$ cat config.mk
export PLATFORM = sky130hd
export DESIGN_NAME = outport_ctrl
export DESIGN_NICKNAME = d
export VERILOG_FILES = /design/src/rtl/outport_pkg.sv /design/src/rtl/outport_cmd_dec.sv /design/src/rtl/outport_reg.sv /design/src/rtl/outport_rst_pulse.sv /design/src/rtl/outport_ctrl.sv
export SDC_FILE = /design/constraint.sdc
export NUM_CORES = 1
export LEC_CHECK = 0
export BUFFER_PORTS_ARGS = -buffer_cell sky130_fd_sc_hd__buf_4
export CAP_MARGIN = 0
export CORE_MARGIN = 2
export CORE_UTILIZATION = 44
export CTS_CLUSTER_DIAMETER = 50
export CTS_CLUSTER_SIZE = 30
export DETAILED_ROUTE_END_ITERATION = 6
export PLACE_DENSITY = 0.77
export SETUP_SLACK_MARGIN = 0.5
export SYNTH_ARGS = -nofsm -noshare
export SYNTH_HDL_FRONTEND = slang
export SYNTH_HIERARCHICAL = 1
export SYNTH_SLANG_ARGS = --single-unit
$ cat constraint.sdc
create_clock -name clk -period 1.5 [get_ports clk]
set_clock_uncertainty 0.05 [all_clocks]
set_input_delay 0.075 -clock clk [delete_from_list [all_inputs] [get_ports clk]]
set_output_delay 0.075 -clock clk [all_outputs]
set_load 0.05 [all_outputs]
$ cat src/rtl/outport_pkg.sv
package outport_pkg;

  localparam logic [7:0] PORT_RST_VAL = 8'hCF;
  localparam logic [7:0] CMD_GATE_ON  = 8'hDF;
  localparam logic [7:0] CMD_GATE_OFF = 8'hDD;
  localparam logic [7:0] CMD_PORT_RD  = 8'hD0;
  localparam logic [3:0] PULSE_GROUP  = 4'hF;
  localparam int         GATE_BIT     = 1;
  localparam int         RSTN_BIT     = 0;
  localparam int         KBD_FLAG_BIT = 4;
  localparam int         AUX_FLAG_BIT = 5;

  typedef struct packed {
    logic gate_on;
    logic gate_off;
    logic port_rd;
    logic pulse_rst;
  } cmd_dec_t;

  function automatic cmd_dec_t decode_cmd(input logic [7:0] code);
    cmd_dec_t d;
    d.gate_on   = (code == CMD_GATE_ON);
    d.gate_off  = (code == CMD_GATE_OFF);
    d.port_rd   = (code == CMD_PORT_RD);
    d.pulse_rst = (code[7:4] == PULSE_GROUP) && !code[RSTN_BIT];
    return d;
  endfunction

  function automatic logic byte_asks_reset(input logic [7:0] b);
    return !b[RSTN_BIT];
  endfunction

  function automatic logic is_flag_bit(input int idx);
    return (idx == KBD_FLAG_BIT) || (idx == AUX_FLAG_BIT);
  endfunction

  function automatic logic [7:0] merge_flags(input logic [7:0] held,
                                             input logic kf, input logic af);
    logic [7:0] m;
    m = held;
    m[KBD_FLAG_BIT] = kf;
    m[AUX_FLAG_BIT] = af;
    return m;
  endfunction

endpackage

$ cat src/rtl/outport_cmd_dec.sv
module outport_cmd_dec
  import outport_pkg::*;
(
  input  logic       wr_en,
  input  logic [7:0] wr_data,
  input  logic       cmd_valid,
  input  logic [7:0] cmd_code,
  output logic       gate_on,
  output logic       gate_off,
  output logic       port_rd,
  output logic       rst_trig
);
  cmd_dec_t dec;

  always_comb begin
    dec      = decode_cmd(cmd_code);
    gate_on  = cmd_valid && dec.gate_on;
    gate_off = cmd_valid && dec.gate_off;
    port_rd  = cmd_valid && dec.port_rd;
    rst_trig = (wr_en && byte_asks_reset(wr_data)) ||
               (cmd_valid && dec.pulse_rst);
  end
endmodule

$ cat src/rtl/outport_reg.sv
module outport_reg
  import outport_pkg::*;
#(
  parameter int WIDTH = 8
) (
  input  logic             clk,
  input  logic             rst_n,
  input  logic             wr_en,
  input  logic [WIDTH-1:0] wr_data,
  input  logic             gate_on,
  input  logic             gate_off,
  output logic [WIDTH-1:0] held
);
  for (genvar i = 0; i < WIDTH; i++) begin : g_bit
    if (is_flag_bit(i)) begin : g_flag
      assign held[i] = 1'b0;
    end else if (i == GATE_BIT) begin : g_gate
      always_ff @(posedge clk or negedge rst_n) begin
        if (!rst_n)        held[i] <= PORT_RST_VAL[i];
        else if (gate_on)  held[i] <= 1'b1;
        else if (gate_off) held[i] <= 1'b0;
        else if (wr_en)    held[i] <= wr_data[i];
      end
    end else begin : g_plain
      always_ff @(posedge clk or negedge rst_n) begin
        if (!rst_n)     held[i] <= PORT_RST_VAL[i];
        else if (wr_en) held[i] <= wr_data[i];
      end
    end
  end

  AST_GATE_ON_SETS: assert property (@(posedge clk) disable iff (!rst_n)
    gate_on |=> held[GATE_BIT]);
  AST_GATE_OFF_CLEARS: assert property (@(posedge clk) disable iff (!rst_n)
    gate_off && !gate_on |=> !held[GATE_BIT]);
endmodule

$ cat src/rtl/outport_rst_pulse.sv
module outport_rst_pulse #(
  parameter int PULSE_CYC = 300
) (
  input  logic clk,
  input  logic rst_n,
  input  logic trig,
  output logic rst_req
);
  localparam int CNT_W = $clog2(PULSE_CYC + 1);
  localparam logic [CNT_W-1:0] LOAD_VAL = CNT_W'(PULSE_CYC);

  logic [CNT_W-1:0] remain;

  always_ff @(posedge clk or negedge rst_n) begin
    if (!rst_n)              remain <= '0;
    else if (trig)           remain <= LOAD_VAL;
    else if (remain != '0)   remain <= remain - 1'b1;
  end

  assign rst_req = (remain != '0);

  AST_TRIG_RAISES_REQ: assert property (@(posedge clk) disable iff (!rst_n)
    trig |=> rst_req);
  AST_NO_END_AFTER_TRIG: assert property (@(posedge clk) disable iff (!rst_n)
    $fell(rst_req) |-> !$past(trig));
  AST_REQ_NEEDS_CAUSE: assert property (@(posedge clk) disable iff (!rst_n)
    $rose(rst_req) |-> $past(trig));
endmodule

$ cat src/rtl/outport_ctrl.sv
module outport_ctrl
  import outport_pkg::*;
#(
  parameter int PULSE_CYC = 300
) (
  input  logic       clk,
  input  logic       rst_n,
  input  logic       wr_en,
  input  logic [7:0] wr_data,
  input  logic       cmd_valid,
  input  logic [7:0] cmd_code,
  input  logic       kbd_full,
  input  logic       aux_full,
  output logic [7:0] port_val,
  output logic       a20_gate,
  output logic       rst_req,
  output logic       reply_valid,
  output logic [7:0] reply_data
);
  logic       gate_on, gate_off, port_rd, rst_trig;
  logic [7:0] held;

  outport_cmd_dec u_dec (
    .wr_en    (wr_en),
    .wr_data  (wr_data),
    .cmd_valid(cmd_valid),
    .cmd_code (cmd_code),
    .gate_on  (gate_on),
    .gate_off (gate_off),
    .port_rd  (port_rd),
    .rst_trig (rst_trig)
  );

  outport_reg #(.WIDTH(8)) u_reg (
    .clk     (clk),
    .rst_n   (rst_n),
    .wr_en   (wr_en),
    .wr_data (wr_data),
    .gate_on (gate_on),
    .gate_off(gate_off),
    .held    (held)
  );

  outport_rst_pulse #(.PULSE_CYC(PULSE_CYC)) u_pulse (
    .clk    (clk),
    .rst_n  (rst_n),
    .trig   (rst_trig),
    .rst_req(rst_req)
  );

  assign port_val = merge_flags(held, kbd_full, aux_full);
  assign a20_gate = held[GATE_BIT];

  always_ff @(posedge clk or negedge rst_n) begin
    if (!rst_n) begin
      reply_valid <= 1'b0;
      reply_data  <= '0;
    end else begin
      reply_valid <= port_rd;
      if (port_rd) reply_data <= port_val;
    end
  end

  AST_READ_REPLIES: assert property (@(posedge clk) disable iff (!rst_n)
    cmd_valid && cmd_code == CMD_PORT_RD |=>
      reply_valid && reply_data == $past(port_val));
  AST_REPLY_ONLY_ON_READ: assert property (@(posedge clk) disable iff (!rst_n)
    reply_valid |-> $past(cmd_valid && cmd_code == CMD_PORT_RD));
  AST_WRITE_DRIVES_GATE: assert property (@(posedge clk) disable iff (!rst_n)
    wr_en && !(cmd_valid && (cmd_code == CMD_GATE_ON || cmd_code == CMD_GATE_OFF))
      |=> a20_gate == $past(wr_data[GATE_BIT]));
  AST_PLAIN_WRITE_NO_PULSE: assert property (@(posedge clk) disable iff (!rst_n)
    wr_en && wr_data[RSTN_BIT] && !cmd_valid && !rst_req |=> !rst_req);
endmodule

==> results.cfg <==
[synth]
netlist_area_sq_um = 1175
syn_nets = 114
postSynthCellCount = 91
synth_area_per_cell_sq_um = 12.91
yosys_warnings = 6

[critical_path]
worst_ep_arrival_time_ns = 1.69
critPathKind = flop to primary output
setup.worst_path.start_class = flop
critPathMaxFanout = 2
endpoint_kind = primary output
critical_path_required_ns = 1.37

[timing]
setup_tns_ns = -1.555
finalHoldViolCount = 0
tightest_slew_ns = 0.3039
slew_violations = 0
finalCriticalPeriod_ns = 1.811
relSlewSlack_pct = 79.74
setup_viol = 10
rsz0062_at_grt = yes
fin_ws_ns = -0.3112
finalCritPeriodShare_pct = 120.7
fmax_ghz = 0.5521

[grt]
grt_max_degree = 25
antenna_found_initial = 0
overflow = 0
grt_usage_pct = 26.49
grt_pass1_wl_mm = 6.203
grt_pass1_vias = 1205

[final_layout]
final_area_sq_um = 2176
fillers = 94
fin_nets = 202
finalNonFillerCells = 208
syn_to_final_growth_pct = 85.20
antenna_cells = 0
post-route-util_pct = 87.04
drive_above_1_share_pct = 70.79

[route]
wirelength_mm = 3.982
via_per_inst = 5.212
routed-via-count = 1084
first_pass_iters = 4
initialDrtViolationCount = 30
avgRoutedWirePerCell_um = 19.14
drc_errors = 0
highest-signal-layer = met4
ant_nets = 0
wl_met3_um = 270
wl_met1_mm = 1.521
wl_met2_mm = 2.104

[floorplanning]
core_sq_um = 2500
rows = 18
num_io_pins = 41
die_h_um = 55.68
die-area_sq_um = 3100
initial_core_util_pct = 47.00
die_width_um = 55.68

[placed_design]
dp_hpwl_mm = 1.872
place_ws_ns = -0.1733
placed_cell_area_sq_um = 1603
io_buffers = 38
place_congestion = 0.7520
dp.cells = 167

[clocking]
cts_sinks = 24
clockBufferDepth = 2
clk_pin_slew_worst_paths_ns = 0.13
h-tree-depth = 1
root_buffer = clkbuf_4
numCtsBuffers = 3
clkLatencyLatePin_ns = 0.33
cts_tree = done

[hold_path]
hold_class = input port to flop

[job]
drv_cap = 0

[power]
comb_power_share_pct = 45.3
pwr-share-seq_pct = 38.7
max-vdd-ir-drop_uv = 855.1
p_switching_mw = 0.7958
switching_share_pct = 35.43
cellLeakagePower_nw = 1.002
clkPwrFrac_pct = 16.0
intPower_mw = 1.450
p_per_area_nw_per_um2 = 1032

[status]
violations = setup timing
status = finished, violations left
-- registers in the layout (all words and copies together), names as in the netlist --
name	cells
u_reg/held	6
u_pulse/remain	9
reply_valid	1
reply_data	8
-- critical path, cell delays in order, from the launching register on --
cell and delay (ns):
dfrtp_1 0.43, inv_2 0.08, ha_4 0.13, nor4b_4 0.24, and2_4 0.22, clkinvlp_4 0.10
buf_8 0.16
-- repair_timing --
item	4_1_cts	5_1_grt
gates cloned	1	0
hold endpoints to repair	31	0
resized for setup	45	13
hold buffers	8	0
pin swaps	3	10
setup endpoints to repair	33	34
buffers inserted	22	6
-- layout by cell type, fill, tap and decap left out, types with 3 or more instances in the layout --
| cell | instances |
|---|---|
| buf_4 | 50 |
| buf_6 | 23 |
| dfrtp_1 | 18 |
| mux2_4 | 13 |
| dlygate4sd3_1 | 8 |
| buf_8 | 8 |
| dfstp_2 | 6 |
| nor2_1 | 5 |
| clkbuf_4 | 3 |
| nor4_4 | 3 |
| nand2b_1 | 3 |
| xnor2_1 | 3 |
-- per-layer routing --
| metal | up-vias | track usage [%] |
|---|---|---|
| met5 | - | 0 |
| met4 | 0 | 6.620 |
| met3 | 8 | 8.140 |
| met2 | 42 | 45.24 |
| met1 | 543 | 32.54 |
| li1 | 491 | - |
-- power groups by stage --
stage               clock network [mW]  logic [mW]  registers, mW
floorplan                            0       0.271          0.969
global placement                     0       0.642          0.853
detailed placement                   0       0.659          0.860
CTS                              0.340       0.892          0.853
global route                     0.398        1.07          0.876
finish                           0.359        1.02          0.869
-- final cells by class --
| class | instances | area [sq um] | share of cell area (%) |
|---|---|---|---|
| timing repair buffer | 89 | 834.6 | 38.36 |
| multi-input combinational | 56 | 636.9 | 29.27 |
| sequential | 24 | 608.1 | 27.95 |
| tap | 30 | 37.54 | 1.725 |
| clock buffer | 4 | 36.28 | 1.668 |
| inverter | 5 | 22.52 | 1.035 |
-- final timing paths --
check                                  start                end  slack (ns)  cells past startpoint
hold / removal                    wr_data[1]      u_reg/held[1]       0.004                      3
setup reg to reg           u_pulse/remain[1]  u_pulse/remain[1]       -0.28                      8
hold reg to reg                reply_data[7]      reply_data[7]        0.53                      1
max in group asynchronous              rst_n      u_reg/held[7]        1.01                      2
min in group asynchronous              rst_n  u_pulse/remain[8]        0.10                      2
setup / recovery           u_pulse/remain[1]            rst_req       -0.31                      6
-- stage by stage --
step,power [mW],hold WS [ns]
finish,2.246,0.003839
global route,2.344,0.002453
CTS,2.085,0.002428
detailed placement,1.519,-0.06361
global placement,1.495,-0.06801
floorplan,1.240,-0.2706
No activity file was read; power rests on OpenSTA's default activity.
